===== src/rtl/nibble_alu.sv =====
module nibble_alu #(
  parameter int W = 4
) (
  input  logic [W-1:0] opa,
  input  logic [W-1:0] opb,
  input  logic [2:0]   fsel,
  input  logic         cin,
  output logic [W-1:0] res,
  output logic         cout
);

  logic [W:0]   c;
  logic [W-1:0] arith;
  logic [W-1:0] logic_r;

  assign c[0] = cin;

  for (genvar i = 0; i < W; i++) begin : g_bit
    logic yb;

    always_comb begin
      unique case (fsel[1:0])
        2'b00:   yb = 1'b0;
        2'b01:   yb = opb[i];
        2'b10:   yb = ~opb[i];
        default: yb = 1'b1;
      endcase
    end

    assign arith[i] = opa[i] ^ yb ^ c[i];
    assign c[i+1]   = (opa[i] & yb) | (c[i] & (opa[i] ^ yb));

    always_comb begin
      unique case (fsel[1:0])
        2'b00:   logic_r[i] = opa[i] | opb[i];
        2'b01:   logic_r[i] = opa[i] ^ opb[i];
        2'b10:   logic_r[i] = opa[i] & opb[i];
        default: logic_r[i] = ~opa[i];
      endcase
    end

    assign res[i] = fsel[2] ? logic_r[i] : arith[i];
  end

  assign cout = ~fsel[2] & c[W];

endmodule


===== config.mk =====
export PLATFORM = sky130hd
export DESIGN_NAME = nibble_alu
export DESIGN_NICKNAME = d
export VERILOG_FILES = /design/src/rtl/nibble_alu.sv
export SDC_FILE = /design/constraint.sdc
export NUM_CORES = 1
export LEC_CHECK = 0
export BUFFER_PORTS_ARGS = -buffer_cell sky130_fd_sc_hd__buf_2
export CAP_MARGIN = 5
export CORE_MARGIN = 1
export CORE_UTILIZATION = 30
export DETAILED_ROUTE_END_ITERATION = 16
export GPL_TIMING_DRIVEN = 0
export MAX_ROUTING_LAYER = met4
export PLACE_DENSITY_LB_ADDON = 0.08
export SYNTH_ARGS = -nofsm -noshare
export SYNTH_HDL_FRONTEND = slang
export SYNTH_SLANG_ARGS = --single-unit

===== constraint.sdc =====
create_clock -name vclk -period 2.75
set_input_delay 0.1375 -clock vclk [all_inputs]
set_output_delay 0.1375 -clock vclk [all_outputs]
set_load 0.01 [all_outputs]

==> out/results.txt <==
Post-CTS setup buffer count = 0
Period utilization = 0.922
Sequential area share after synthesis = 0
Total of max-cap violations = 0
Time the final worst path needs with I/O delays and setup = 2.54 ns
Post-synthesis share of cell area spent on and, or, nand and nor gates = 0.146
Adder-Cell Fraction of Synth Area = 0.411
Share of cell area taken by muxes after synthesis = 0.100
DRC violation count after routing = 0
Highest achievable clock rate = 0.394 GHz
Outcome = complete, no violations
Core Area = 0.00133 mm^2
Count of buffers inserted at the top-level ports = 16
Setup WS post-layout = 0.215 ns
Fraction of post-synthesis cell area in the top cell type by area = 0.229
Effective utilization at floorplan = 0.328
Pre-CTS setup slack = 0.211 ns
Via count of the first global-routing pass = 316
Final Hold Slack = 0.546 ns
N_diodes = 0
Share of post-route cells with drive strength above 1 = 0.314
Most area-hungry cell type in the Yosys netlist = sky130_fd_sc_hd__ha_1
Clock buffer instance count of the final layout = 0
First-pass GRT wire length = 1300 um
Synthesized-area fraction occupied by ao, oa, aoi and oai cells = 0.206
Power density normalized to cell area = 171 mW/mm^2
Hold Path Class = input port to output pin
Post-Route M1 WL = 433 um
GR Util All Layers = 0.117
Area overhead of the layout relative to synthesis = 22.6%
Final Slew Violations = 0
Storage element area = 0 um^2
Antenna violations before repair = 0
Pin count of the biggest net entering global routing = 11
Top metal layer carrying routed signals = met3
Antenna-violating nets left = 0
Peak supply drop = 0.0000753 V
Final count of negative-setup-slack endpoints = 0
Count of unique library cells instantiated by Yosys = 16
Cell count after synthesis = 54
Syn nets = 78
Aggregate global routing overflow = 0
Layout net count = 96
Kind of start point of the critical path = input port
Normalized max-slew margin = 0.784
Mapped cell area = 438 um^2
Die Height = 40.2 um
Critical path start-end classification = input port to output pin
PnR Total Power = 91.7 uW
Final HPWL from detailed placement = 714 um
Accumulated negative setup slack = 0 ns
Ys Warns = 0
Count of final hold-check violations = 0
Seq_cells = 0
Routed WL per cell = 10.1 um
Post-synthesis xor/xnor area fraction = 0
Via count normalized by instance count = 4.82
Fin util = 0.402
Total Wirelength = 862 um
Ports placed on the boundary = 17
Pleak = 0.293 nW
GPL Wtd Cong = 0.609
Combinational family with the most area after synthesis = adder cells
Row count = 13
DRC marker count from the first detailed-route iteration = 7
Crit end category = output pin
Data required, critical path = 2.61 ns
Horizontal die dimension = 40.2 um
Total length of routed met3 wires = 34 um
Worst-margin pin slew = 0.323 ns
Worst Path Arrival = 2.40 ns
Met2 wirelength from detailed routing = 393 um
Highest net fanout along the worst path = 3
Hold-fix buffers, CTS = 0
RSZ-0062 raised after global routing = no
Total number of vias = 410
Mean cell area of the mapped netlist = 8.11 um^2
Number of gates given a new drive strength after cts = 0
Area of the die = 0.00162 mm^2
Number of iterations in the first detailed-routing pass = 4
Top cells by area in the synthesized netlist = sky130_fd_sc_hd__ha_1 (23%), sky130_fd_sc_hd__fa_1 (18%), sky130_fd_sc_hd__inv_1 (9.4%)
==> Yosys cell counts <==
cell type,instances
sky130_fd_sc_hd__a221oi_2,1
sky130_fd_sc_hd__nor2b_1,2
sky130_fd_sc_hd__a211oi_1,2
sky130_fd_sc_hd__fa_1,4
sky130_fd_sc_hd__buf_6,1
sky130_fd_sc_hd__a21oi_1,3
sky130_fd_sc_hd__buf_4,1
sky130_fd_sc_hd__nand2b_1,4
sky130_fd_sc_hd__a221o_1,3
sky130_fd_sc_hd__mux2i_1,1
sky130_fd_sc_hd__nand2_1,4
sky130_fd_sc_hd__inv_1,11
sky130_fd_sc_hd__nor2_1,3
sky130_fd_sc_hd__mux2_2,3
sky130_fd_sc_hd__o21ai_1,3
sky130_fd_sc_hd__ha_1,8
==> where the power goes <==
group	total (mW)	internal (mW)	switching, mW
Clock	0	0	0
Combinational	0.0917	0.0453	0.0464
Sequential	0	0	0
==> worst paths after layout <==
check / start / end / cells after the start
min: fsel[2] / cout / 3
max: opb[0] / res[3] / 9
==> per-layer routing <==
metal  global-route usage  vias up
met3                    0        0
met5                    -        -
met4                    0        0
met1                0.163      187
met2                0.202       10
li1                     -      213
==> stage by stage <==
step / instances / area (um^2)
6_report: 85 / 537
4_1_cts: 85 / 537
2_1_floorplan: 54 / 438
3_5_place_dp: 85 / 537
3_3_place_gp: 85 / 537
5_1_grt: 85 / 537
==> worst max-delay path: stages <==
cell and delay, ns:
sky130_fd_sc_hd__buf_2 0.11, sky130_fd_sc_hd__mux2i_1 0.22, sky130_fd_sc_hd__fa_1 0.19, sky130_fd_sc_hd__inv_1 0.05, sky130_fd_sc_hd__fa_1 0.38, sky130_fd_sc_hd__fa_1 0.39, sky130_fd_sc_hd__fa_1 0.44, sky130_fd_sc_hd__a221o_1 0.35
sky130_fd_sc_hd__buf_2 0.14
==> logic make-up (layout without fill, tap and decap cells) <==
group	Yosys count	after routing
AOI/OAI and AO/OA	12	12
adders and majority gates	12	12
buffers and inverters	13	29
and+or+nand+nor	13	13
muxes	4	4
==> layout make-up <==
type | instances | area, um^2
Fill cell | 154 | 797
Tap cell | 15 | 18.8
Timing Repair Buffer | 16 | 80.1
Inverter | 11 | 41.3
Buffer | 2 | 18.8
Multi-Input combinational cell | 41 | 378
==> layout by cell type (no fill, tap or decap), drive strengths merged <==
cell and count:
a21oi 3, inv 11, nor2 3, a211oi 2, nand2b 4, a221oi 1, mux2 3, nand2 4
ha 8, a221o 3, nor2b 2, buf 18, mux2i 1, o21ai 3, fa 4
Note: power is estimated with default switching activity, not from simulation.
